File: config.mk
export PLATFORM = sky130hd
export DESIGN_NAME = shv_report
export DESIGN_NICKNAME = d
export VERILOG_FILES = /design/src/rtl/shv_pkg.sv /design/src/rtl/shv_report.sv
export SDC_FILE = /design/constraint.sdc
export NUM_CORES = 1
export LEC_CHECK = 0
export BUFFER_PORTS_ARGS = -buffer_cell sky130_fd_sc_hd__buf_2
export CAP_MARGIN = 0
export CORE_MARGIN = 1
export CORE_UTILIZATION = 47
export DETAILED_ROUTE_END_ITERATION = 8
export PLACE_DENSITY = 0.74
export RECOVER_POWER = 50
export SLEW_MARGIN = 30
export SYNTH_ARGS = -nofsm -noshare
export SYNTH_HDL_FRONTEND = slang
export SYNTH_SLANG_ARGS = --single-unit
File: constraint.sdc
create_clock -name clk -period 1.9 [get_ports clk]
set_input_delay 0.19 -clock clk [delete_from_list [all_inputs] [get_ports clk]]
set_output_delay 0.19 -clock clk [all_outputs]
set_load 0.01 [all_outputs]
File: src/rtl/shv_pkg.sv
package shv_pkg;

    // Default geometry shared by the checker and its bench
    localparam int unsigned SHV_BUS_W  = 8;
    localparam int unsigned SHV_WIN_W  = 6;
    localparam int unsigned SHV_CNT_W  = 16;
    localparam int unsigned SHV_TS_W   = 20;

    // Per-sample view of the incoming streams
    typedef struct packed {
        logic primed;     // a previous sample exists
        logic clk_rise;   // active reference edge in this sample
    } shv_front_t;

    // Saturating increment on a 32-bit carrier, clipped to lim
    function automatic logic [31:0] sat_inc(input logic [31:0] v, input logic [31:0] lim);
        return (v >= lim) ? lim : v + 32'd1;
    endfunction

endpackage

File: src/rtl/shv_report.sv
module shv_report
    import shv_pkg::*;
#(
    parameter int unsigned W     = SHV_BUS_W,
    parameter int unsigned CNT_W = SHV_CNT_W,
    parameter int unsigned TS_W  = SHV_TS_W
) (
    input  logic             clk,
    input  logic             rst,
    input  logic             arm,
    input  logic [W-1:0]     setup_hit,
    input  logic [W-1:0]     hold_hit,
    output logic [W-1:0]     setup_flag,
    output logic [W-1:0]     hold_flag,
    output logic             viol_pulse,
    output logic             trig_fire,
    output logic             trig_latched,
    output logic [TS_W-1:0]  trig_stamp,
    output logic [CNT_W-1:0] viol_count
);
    localparam logic [CNT_W-1:0] CNT_MAX = {CNT_W{1'b1}};

    logic [TS_W-1:0]  sample_idx;
    logic             any_hit;
    logic             set_evt;
    logic             trig_keep;
    logic [CNT_W-1:0] cnt_base;
    logic [CNT_W-1:0] cnt_nx;

    always_comb begin
        any_hit   = |(setup_hit | hold_hit);
        trig_keep = trig_latched & ~arm;
        set_evt   = any_hit & ~trig_keep;
        cnt_base  = arm ? '0 : viol_count;
        cnt_nx    = cnt_base;
        if (any_hit && cnt_base != CNT_MAX) begin
            cnt_nx = cnt_base + CNT_W'(1);
        end
    end

    always_ff @(posedge clk) begin
        if (rst) begin
            setup_flag   <= '0;
            hold_flag    <= '0;
            viol_pulse   <= 1'b0;
            trig_fire    <= 1'b0;
            trig_latched <= 1'b0;
            trig_stamp   <= '0;
            viol_count   <= '0;
            sample_idx   <= '0;
        end else begin
            setup_flag   <= setup_hit;
            hold_flag    <= hold_hit;
            viol_pulse   <= any_hit;
            trig_fire    <= set_evt;
            trig_latched <= any_hit | trig_keep;
            if (set_evt) begin
                trig_stamp <= sample_idx;
            end
            viol_count   <= cnt_nx;
            sample_idx   <= sample_idx + TS_W'(1);
        end
    end
endmodule

---- Yosys cells after proc, flatten, opt, wreduce, memory -nomap -nowiden ----
Cells that the tools add are included.
storage, ports and cells
  register bits ........................... 75
  input bits .............................. 19
  output and inout port bits .............. 55
  logic and storage cells ................. 21
cells by class
  add/sub/neg operators ................... 2
  equality and inequality tests ........... 1
  multiplexer cells ....................... 2
  bitwise logic cells ..................... 6
  reductions and logical operators ........ 2
operator list
  operator                 count
  $mux W16                 2
  $add A20 B1 Y20 const B  1
  $add A16 B1 Y16 const B  1
  $ne A16 B16 Y1 const B   1
  $or A8 B8 Y8             1
  $reduce_or A8 Y1         1
  $and A1 B1 Y1            2
  $not A1 Y1               2
  $logic_and A1 B1 Y1      1
  $or A1 B1 Y1             1

---- Depth between registers and ports, before layout ----
Gate-level depths: netlist of run 1.
  word-level depth ........................ 4
  depth in mapped cells ................... 10
  gate-level depth less buffers ........... 7

---- Least setup slack after synthesis of run 1 ----
Ideal clock, no wire load.
  kind .................................... input port to flip-flop
  from .................................... input arm
  to ...................................... register viol_count[9]
  library setup time ...................... 0.131 ns
  arrival time ............................ 1.742 ns
  data required time ...................... 1.769 ns
  setup slack ............................. 0.027 ns
  stages .................................. 10
  path buffers ............................ 3
  cells stage by stage .................... buf_6 > clkbuf_1 > nor2b_1 > ha_1 > and4b_1 > nand3_2 > buf_6 > o2111ai_1 > xor2_1 > nor3_1
between the ends
  cells in the longest elaborated chain, start to end .. 4
  elaborated cells between the ends (all ways) .. 5
  those cells by class .................... 1 x add/sub; 1 x eq/ne; 2 x mux; 1 x reduce/logical
RTL lines
  element                                                                  RTL line          text
  start: declaration                                                       shv_report.sv:10  input logic arm,
  $mux W16 (*)                                                             shv_report.sv:34  cnt_base = arm ? '0 : viol_count;
  parallel branches: the longest is 2 deep, another holds $add A16 B1 Y16  n/a
  $mux W16 (*)                                                             shv_report.sv:36  if (any_hit && cnt_base != CNT_MAX) begin
  end signal: assignment                                                   shv_report.sv:60  viol_count <= cnt_nx;
  end: declaration                                                         shv_report.sv:19  output logic [CNT_W-1:0] viol_count
Every way passes the cells marked *.
A chain may end at the register's enable or synchronous reset.

---- Worst setup path after layout of run 1 ----
  from .................................... register viol_count[1]
  to ...................................... register viol_count[13]
between the ends
  cells in the longest elaborated chain, start to end .. 4
  elaborated cells between the ends (all ways) .. 5
  those cells by class .................... 1 x add/sub; 1 x eq/ne; 2 x mux; 1 x reduce/logical
RTL lines
  element                                                                  RTL line
  $mux W16 (*)                                                             shv_report.sv:34
  parallel branches: the longest is 2 deep, another holds $add A16 B1 Y16  n/a
  $mux W16 (*)                                                             shv_report.sv:36
Marked as above.

==> flow_summary.toml, run 1 <==
[placement]
place.detailed.hpwl_mm = 4.57
port_buffers = 73
place_worst_setup_slack_ns = 0.0526
post_dp_cell_area_um2 = 3570
gp_congestion = 0.776
dp_cells = 479

[timing]
finalCritPeriodShare = 0.960
setup_viol = 0
fin_crit_ns = 1.82
skew_ns = 0.00545
max_freq_mhz = 548
whs_ns = 0.0713
maxSlewViolCount = 0
slew_headroom = 0.710
rsz0062_at_grt = "true"
fin_ws_ns = 0.0760
hold_violations = 0
tightest_slew_ns = 0.431

[die]
coreArea_um2 = 6060
die_w_um = 82.4
pin_count = 74
die-area_um2 = 6780
start_util = 0.501
fp-row-count = 28
die_h_um = 82.4

[clock_network]
clock_latency_ns = 0.34
cts_tree = "yes"
htree_levels = 3
numClockSinks = 75
cts_max_path_buffers = 2
post_cts_buffers = 0
hold_buffers = 0
cts-root-buf = "clkbuf_8"
clk_pin_slew_ns = 0.07
cts-buffers-inserted = 9

[critical_path]
critPathSlowestCell = "or3_4"
critPathMaxFanout = 6
crit_type = "reg -> reg"
crit_required_ns = 2.18
path_cells = "nor2b_2 > ha_1 > and4b_1 > nand3_2 > buf_4 > o211ai_4 > or3_4 > a21oi_2"
start_kind = "register"
max_stage_delay_ns = 0.40
crit_family = "simple AND/OR/NAND/NOR gates"
setup.worst_path.end_class = "register"
worst-path-buf-inv = 1
critPathArrivalTime_ns = 2.11

[yosys]
synth_area_leaders = "dfxtp_1 49%, nand2_1 6.4%, nor2b_1 4.9%"
synth.avg_cell_area_um2 = 9.17
netlist_area_um2 = 3040
syn_inst = 331
synth_warnings = 0
synthDominantCellAreaShare = 0.495
synth_cell_types = 39
synth_top_area_cell = "dfxtp_1"
ys_seq_area_frac = 0.495
ys_ff_latch = 75
syn_nets = 352

[route]
firstDrtPassIters = 4
wl_per_cell_um = 13.0
initialDrtViolationCount = 73
ant_nets = 0
viasPerCell = 5.08
drc = 0
wirelength_mm = 6.44
vias = 2517

[power]
pwr-share-seq = 0.504
powerDensity_nw_per_um2 = 848
p_sw_uw = 668
switching_share = 0.208
combPwrFrac = 0.051
p_clk_frac = 0.445
ir_worst_vdd_v = 0.000889
p_int_uw = 2550
leakagePower_uw = 0.00144

[global_routing]
antenna_found_initial = 0
globalRouteOverflowTotal = 0
grt_max_degree = 29
grtUsageTotal = 0.206
grt_pass1_vias = 2374
grt_pass1_wl_mm = 10.4

[finish]
final_cell_mix = "75 x dfxtp_1, 52 x nand2_1, 45 x clkbuf_1"
utilization = 0.626
fin_cells = 495
drive_above_1_share = 0.188
final_common_cell = "dfxtp_1"
final_nets = 436
synthToLayoutAreaGrowth_pct = 24.9
finalInstanceArea_um2 = 3790
n_antenna_cell = 0

[hold_path]
hold_class = "in -> reg"

[flow_run]
drv_cap = 0

[status]
status = "finished, final reports clean"
-- stage by stage --
step / total power (µW) / setup TNS [ns]
floorplan: 1750 / 0
global placement: 1820 / 0
detailed placement: 1830 / 0
CTS: 3260 / 0
global route: 3350 / -0.0930
finish: 3220 / 0
-- kinds of logic after synthesis --
kind of cell / synth area share
flops: 0.495
compound gates: 0.0659
fa+ha+maj: 0.00824
mux: 0.00330
xor+xnor: 0.0894
buf+inv: 0.0293
simple gates: 0.309
-- power groups by stage --
stage	Sequential [µW]	Combinational (µW)	Clock, µW
2_1_floorplan	1670	75.6	0
3_5_place_dp	1660	173	0
4_1_cts	1620	174	1470
3_3_place_gp	1650	169	0
6_report	1620	165	1430
5_1_grt	1630	184	1540
-- cell type report --
type	instances	area, µm²
clock inverter	4	98.8
timing repair buffer	91	473
fill	549	2270
sequential	75	1500
clock buffer	12	135
multi-input combinational	238	1490
tap	75	93.8
-- final timing paths --
check / from / end / slack [ns] / depth (start not counted)
setup / recovery: viol_count[1]$_SDFF_PP0_ / viol_count[13]$_SDFF_PP0_ / 0.08 / 8
hold / removal: setup_hit[0] / setup_flag[0]$_SDFF_PP0_ / 0.07 / 2
setup reg to reg: viol_count[1]$_SDFF_PP0_ / viol_count[13]$_SDFF_PP0_ / 0.08 / 8
hold reg to reg: trig_stamp[12]$_SDFFE_PP0P_ / trig_stamp[12]$_SDFFE_PP0P_ / 0.46 / 2
-- worst reg2reg max path: stages, from the launching register on --
cell and delay, ns:
dfxtp_1 0.32, nor2b_2 0.16, ha_1 0.20, and4b_1 0.20, nand3_2 0.09, buf_4 0.16, o211ai_4 0.11, or3_4 0.40
a21oi_2 0.13
-- per-layer routing --
| layer | global-route usage | vias to the layer above | share of wire |
|---|---|---|---|
| met5 | 0 | - | 0 |
| met4 | 0.0965 | 0 | 0.015 |
| met3 | 0.0615 | 10 | 0.054 |
| met2 | 0.347 | 63 | 0.48 |
| met1 | 0.239 | 1159 | 0.45 |
| li1 | - | 1285 | - |
-- registers in the layout (all words and copies together), names as in the netlist --
signal,count
sample_idx,20
setup_flag,8
trig_fire,1
hold_flag,8
viol_count,16
viol_pulse,1
trig_stamp,20
trig_latched,1
-- cells in the mapped netlist (all sizes together) --
cell type,count
nor2,36
and4,3
xor2,14
nor4b,1
and2,1
nand3,7
nor3b,1
nor2b,24
dfxtp,75
o2111ai,4
or2,1
nand4,10
or3,2
and4b,2
buf,9
nand2b,8
a21oi,23
nor4,8
and3,2
nor3,7
ha,2
clkbuf,9
o21ai,3
nand3b,2
mux2i,1
and2b,1
xnor2,17
o211ai,4
nand4bb,1
nand2,52
nor4bb,1
-- repair_timing --
action / CTS / global route
endpoints found under the setup margin: 0 / 11
resized for setup: 0 / 9
hold endpoints to repair: 0 / 0
No activity file was read; power rests on OpenSTA's default activity.
==> run 2: changes to the inputs <==
--- a/config.mk
+++ b/config.mk
@@ -12,6 +12,7 @@
 export DETAILED_ROUTE_END_ITERATION = 8
 export PLACE_DENSITY = 0.74
 export RECOVER_POWER = 50
+export SETUP_SLACK_MARGIN = 0.15
 export SLEW_MARGIN = 30
 export SYNTH_ARGS = -nofsm -noshare
 export SYNTH_HDL_FRONTEND = slang
==> run 2 against run 1 <==
- core utilization up 2.6 points
- setup slack worse by 0.039 ns
- clock power up 6%
- fmax down 2.1%
- sequential share of layout area down 1.5 points
- register-to-register slack worse by 0.04 ns
- combinational power up 7%
- via count up 3.6%
- count of clock-buffer cells in the layout down 2
- critical path type unchanged
- critical path depth unchanged
- clock skew up 0.0029 ns
==> flow_summary.toml, run 2 (synthesized netlist as in run 1, its figures left out) <==
[clock_network]
hold_buffers = 0
cts_tree = "yes"
cts_max_path_buffers = 2
cts-buffers-inserted = 9
clock_latency_ns = 0.35
htree_levels = 3
cts-root-buf = "clkbuf_8"
numClockSinks = 75
clk_pin_slew_ns = 0.08

[route]
wl_per_cell_um = 14.0
firstDrtPassIters = 4
m1WireLength_mm = 2.98
viasPerCell = 5.22
vias = 2607
drc = 0
wl_met2_mm = 3.41
wirelength_mm = 6.97
ant_nets = 0
top_layer_used = "met4"
initialDrtViolationCount = 74
dr_wl_met3_um = 391

[placement]
post_dp_cell_area_um2 = 3590
place.detailed.hpwl_mm = 4.38
gp_congestion = 0.770
dp_cells = 476
port_buffers = 73

[status]
status = "finished, final reports clean"

[die]
die_h_um = 82.4
pin_count = 74
start_util = 0.501
coreArea_um2 = 6060
die_w_um = 82.4
die-area_um2 = 6780
fp-row-count = 28

[finish]
final_common_cell = "dfxtp_1"
drive_above_1_share = 0.222
final_nets = 440
finalInstanceArea_um2 = 3950
final_cell_mix = "72 x dfxtp_1, 52 x nand2_1, 45 x clkbuf_1"
synthToLayoutAreaGrowth_pct = 30.0
regArea_um2 = 1510
reg_top3 = "sample_idx x20, trig_stamp x20, viol_count x16"
multi_input_area_um2 = 1570
nFillCells = 537
fin_cells = 499
n_antenna_cell = 0

[global_routing]
antenna_found_initial = 0
grtUsageTotal = 0.215
globalRouteOverflowTotal = 0
grt_max_degree = 28
grt_pass1_wl_mm = 10.9
grt_pass1_vias = 2408

[critical_path]
critPathMaxFanout = 4
critPathSlowestCell = "dfxtp_2"
critPathArrivalTime_ns = 2.10
worst-path-buf-inv = 1
crit_type = "reg -> reg"
crit_family = "simple AND/OR/NAND/NOR gates"
crit_required_ns = 2.14
max_stage_delay_ns = 0.33
setup.worst_path.end_class = "register"
start_kind = "register"
path_cells = "nor2b_4 > ha_4 > and4b_2 > nand3_4 > buf_6 > o211ai_1 > xnor2_1 > nor2_1"

[timing]
fin_crit_ns = 1.86
skew_ns = 0.00831
maxSlewViolCount = 0
tightest_slew_ns = 1.18
rsz0062_at_grt = "true"
max_freq_mhz = 537
slew_headroom = 0.211
finalCritPeriodShare = 0.981
setup_viol = 0
hold_violations = 0

[hold_path]
hold_class = "in -> reg"

[power]
powerDensity_nw_per_um2 = 841
finalPower_uw = 3320
ir_worst_vdd_v = 0.000688
leakagePower_uw = 0.00148

[flow_run]
drv_cap = 0
[run 2: final timing paths]
kind | cells after the start | slack (ns) | end | start
setup / recovery | 8 | 0.04 | viol_count[6]$_SDFF_PP0_ | viol_count[1]$_SDFF_PP0_
hold / removal | 2 | 0.07 | setup_flag[1]$_SDFF_PP0_ | setup_hit[1]
setup reg to reg | 8 | 0.04 | viol_count[6]$_SDFF_PP0_ | viol_count[1]$_SDFF_PP0_
hold reg to reg | 2 | 0.46 | trig_stamp[17]$_SDFFE_PP0P_ | trig_stamp[17]$_SDFFE_PP0P_
[run 2: layout make-up]
cell class,count,area share
clock buffers,10,0.0349
well taps,75,0.0238
multi-input cells,238,0.397
flip-flops and latches,75,0.381
clock inverters,6,0.0285
repair buffers,95,0.135
[run 2: per-stage QoR]
stage,setup TNS (ns),setup WS [ns],hold WS [ns],util
final,0,0.0368,0.0653,0.651
after CTS,0,0.141,0.0612,0.655
after global routing,-0.0604,-0.0357,0.0556,0.651
after floorplan,0,0.121,0.318,-
after detailed placement,0,0.0415,0.430,0.592
after global placement,0,0.109,0.418,0.592
[run 2: routing by layer]
| layer | track usage | vias to the layer above |
|---|---|---|
| li1 | - | 1291 |
| met1 | 0.247 | 1219 |
| met2 | 0.359 | 79 |
| met3 | 0.0615 | 18 |
| met4 | 0.114 | 0 |
| met5 | 0 | - |
[run 2: worst reg2reg max path: stages, from the launching register on]
cell and delay (ns):
dfxtp_2 0.33, nor2b_4 0.18, ha_4 0.16, and4b_2 0.28
nand3_4 0.13, buf_6 0.15, o211ai_1 0.25, xnor2_1 0.21
nor2_1 0.06
[run 2: timing repair]
action                                  CTS  global route
setup buffers                             4             2
endpoints found under the hold margin     0             0
cloned                                    1             0
endpoints found under the setup margin   11            19
pin swaps                                 9            14
gates resized for setup                  15             9
[run 2: power breakdown]
group          internal (µW)  switching [µW]  total (µW)  leakage [µW]
Combinational           74.4             102         176      0.000742
Sequential              1600            15.9        1620      0.000612
Clock                    911             614        1520      0.000126
Total                   2590             732        3320       0.00148
==> run 3: changes to the inputs <==
--- a/config.mk
+++ b/config.mk
@@ -5,12 +5,12 @@
 export SDC_FILE = /design/constraint.sdc
 export NUM_CORES = 1
 export LEC_CHECK = 0
+export ABC_AREA = 1
 export BUFFER_PORTS_ARGS = -buffer_cell sky130_fd_sc_hd__buf_2
 export CAP_MARGIN = 0
 export CORE_MARGIN = 1
-export CORE_UTILIZATION = 47
+export CORE_UTILIZATION = 25
 export DETAILED_ROUTE_END_ITERATION = 8
-export PLACE_DENSITY = 0.74
 export RECOVER_POWER = 50
 export SETUP_SLACK_MARGIN = 0.15
 export SLEW_MARGIN = 30
==> run 3 against run 2 <==
- first-iteration DRC count is 110% higher
- worst hold slack about the same
- combinational power increased by 20%
- critical path type unchanged
==> flow_summary.toml, run 3 <==
[finish]
nFillCells = 1478
final_cell_mix = "95 x nor2_1, 84 x nand2_1, 73 x dfxtp_1"
drive_above_1_share = 0.170
fin_cells = 742
synthToLayoutAreaGrowth_pct = 25.4
reg_top3 = "sample_idx x20, trig_stamp x20, viol_count x16"
n_antenna_cell = 0
final_nets = 582
multi_input_area_um2 = 1580
final_common_cell = "nor2_1"
regArea_um2 = 1500

[global_routing]
grt_max_degree = 39
antenna_found_initial = 0
grt_pass1_wl_mm = 14.1
globalRouteOverflowTotal = 0
grtUsageTotal = 0.128
grt_pass1_vias = 2863

[hold_path]
hp-start = "setup_hit[1]"
hold_class = "in -> reg"

[critical_path]
start_kind = "register"
reg2reg_slack_ns = 0.22
critPathMaxFanout = 5
ff2ff_path_depth = 11
crit_type = "reg -> reg"
reg2reg_from = "viol_count[1]$_SDFF_PP0_"
endpoint = "viol_count[4]$_SDFF_PP0_"
r2r-end = "viol_count[4]$_SDFF_PP0_"
setup.worst_path.end_class = "register"
startpoint = "viol_count[1]$_SDFF_PP0_"
critPathArrivalTime_ns = 1.94
crit_required_ns = 2.16

[yosys]
ys_ff_latch = 75
synth_area_leaders = "dfxtp_1 44%, nor2_1 11%, nand2_1 9.3%"
synth_warnings = 0
synthDominantCellAreaShare = 0.442
synth_commonest_cells = "98 x nor2_1, 84 x nand2_1, 75 x dfxtp_1, 64 x inv_1, 30 x o21ai_0"
synth_cell_types = 29
async_flop_share = 0
syn_inst = 481
synthFlopType = "dfxtp_1"
yosysMostFrequentCell = "nor2_1"
synth_top_area_cell = "dfxtp_1"
netlist_area_um2 = 3400
ys_seq_area_frac = 0.442
synth_edf_count = 0
synth.avg_cell_area_um2 = 7.06
syn_nets = 502

[placement]
place.detailed.hpwl_mm = 5.95
gp_congestion = 0.778
port_buffers = 73
dp_cells = 723

[clock_network]
cts-buffers-inserted = 9
hold_buffers = 0
clock_latency_ns = 0.34
cts_max_path_buffers = 2
cts_tree = "yes"
clk_pin_slew_ns = 0.06
numClockSinks = 75
htree_levels = 3
cts-root-buf = "clkbuf_16"

[timing]
finalCritPeriodShare = 0.885
setup_tns_ns = 0
rsz0062_at_grt = "true"
slew_headroom = 0.346
hold_violations = 0
tightest_slew_ns = 0.982
whs_ns = 0.0656
max_freq_mhz = 595
fin_crit_ns = 1.68
skew_ns = 0.00461
setup_viol = 0
maxSlewViolCount = 0

[power]
leakagePower_uw = 0.00180
finalPower_uw = 3570
ir_worst_vdd_v = 0.000451
powerDensity_nw_per_um2 = 837

[route]
drc = 0
wl_per_cell_um = 11.3
firstDrtPassIters = 4
wirelength_mm = 8.42
ant_nets = 0
vias = 3169
viasPerCell = 4.27
initialDrtViolationCount = 152

[die]
die_h_um = 119
coreArea_um2 = 13200
die_w_um = 119
die-area_um2 = 14100
start_util = 0.257
fp-row-count = 42
pin_count = 74

[status]
status = "finished, final reports clean"

[flow_run]
drv_cap = 0
run 3: cell types whose count changed in the layout (fill, tap and decap cells not counted), sizes merged, moves of 21 or more:
cell	before	now
nor2	36	108
inv	0	67
nor2b	24	0
nand2	52	92
nand3	7	28
o21ai	3	30
run 3: metrics by stage:
stage / util / setup slack (ns) / area [µm²]
finish: 0.322 / 0.218 / 4260
global placement: 0.299 / 0.0619 / 3960
detailed placement: 0.299 / 0.0769 / 3960
floorplan: - / 0.156 / 3400
CTS: 0.322 / 0.159 / 4260
global route: 0.322 / 0.0946 / 4260
run 3: logic make-up after synthesis:
| kind of cell | count (synthesis) | synth area share |
|---|---|---|
| adder cells (fa/ha/maj) | 2 | 0.00737 |
| AND/OR/NAND/NOR | 249 | 0.319 |
| AO/OA/AOI/OAI | 67 | 0.110 |
| flip-flops | 75 | 0.442 |
| XOR/XNOR | 6 | 0.0155 |
| buffers and inverters | 82 | 0.106 |
run 3: worst max-delay path, cell delays in order (launching register included):
cell	delay [ns]
dfxtp_1	0.38
inv_1	0.07
nor2_2	0.11
ha_2	0.19
nand2_1	0.10
nor2_4	0.12
nand2_2	0.09
inv_2	0.10
nand2_2	0.09
nand2_2	0.15
nand2_1	0.09
a21oi_2	0.12
run 3: how the worst min path moves through the flow:
| stage | to | cells after the start |
|---|---|---|
| 3_3_place_gp | hold_flag[7]$_SDFF_PP0_ | 3 |
| 3_5_place_dp | hold_flag[7]$_SDFF_PP0_ | 3 |
| 4_1_cts | setup_flag[1]$_SDFF_PP0_ | 3 |
| 6_report | setup_flag[1]$_SDFF_PP0_ | 3 |
| 5_1_grt | setup_flag[4]$_SDFF_PP0_ | 3 |
| 2_1_floorplan | hold_flag[0]$_SDFF_PP0_ | 2 |
run 3: final cells by class:
cell class              instances  share of cell area
multi-input cells             325               0.371
flip-flops and latches         75               0.353
repair buffers                 84              0.0952
inverters                      66              0.0599
clock buffers                  10              0.0537
well taps                     176              0.0517
clock inverters                 6              0.0153
run 3: layer usage:
metal,track usage,vias up,wire [µm],part of all wire
li1,-,1675,-,-
met1,0.181,1398,4370,0.52
met2,0.178,86,3430,0.41
met3,0.0367,10,493,0.059
met4,0.0570,0,133,0.016
met5,0,-,0,0
run 3: timing repair:
action	CTS	global route
pin swaps	0	2
gates resized for setup	3	11
endpoints found under the hold margin	0	0
setup buffers	0	2
endpoints found under the setup margin	11	17
cloned	0	1
run 3: power breakdown:
| group | leakage (µW) | total (µW) | internal, µW | switching [µW] |
|---|---|---|---|---|
| sequential | 0.000614 | 1650 | 1620 | 24.1 |
| combinational | 0.00104 | 211 | 71.8 | 139 |
| clock | 0.000143 | 1710 | 1020 | 688 |
| total | 0.00180 | 3570 | 2710 | 852 |
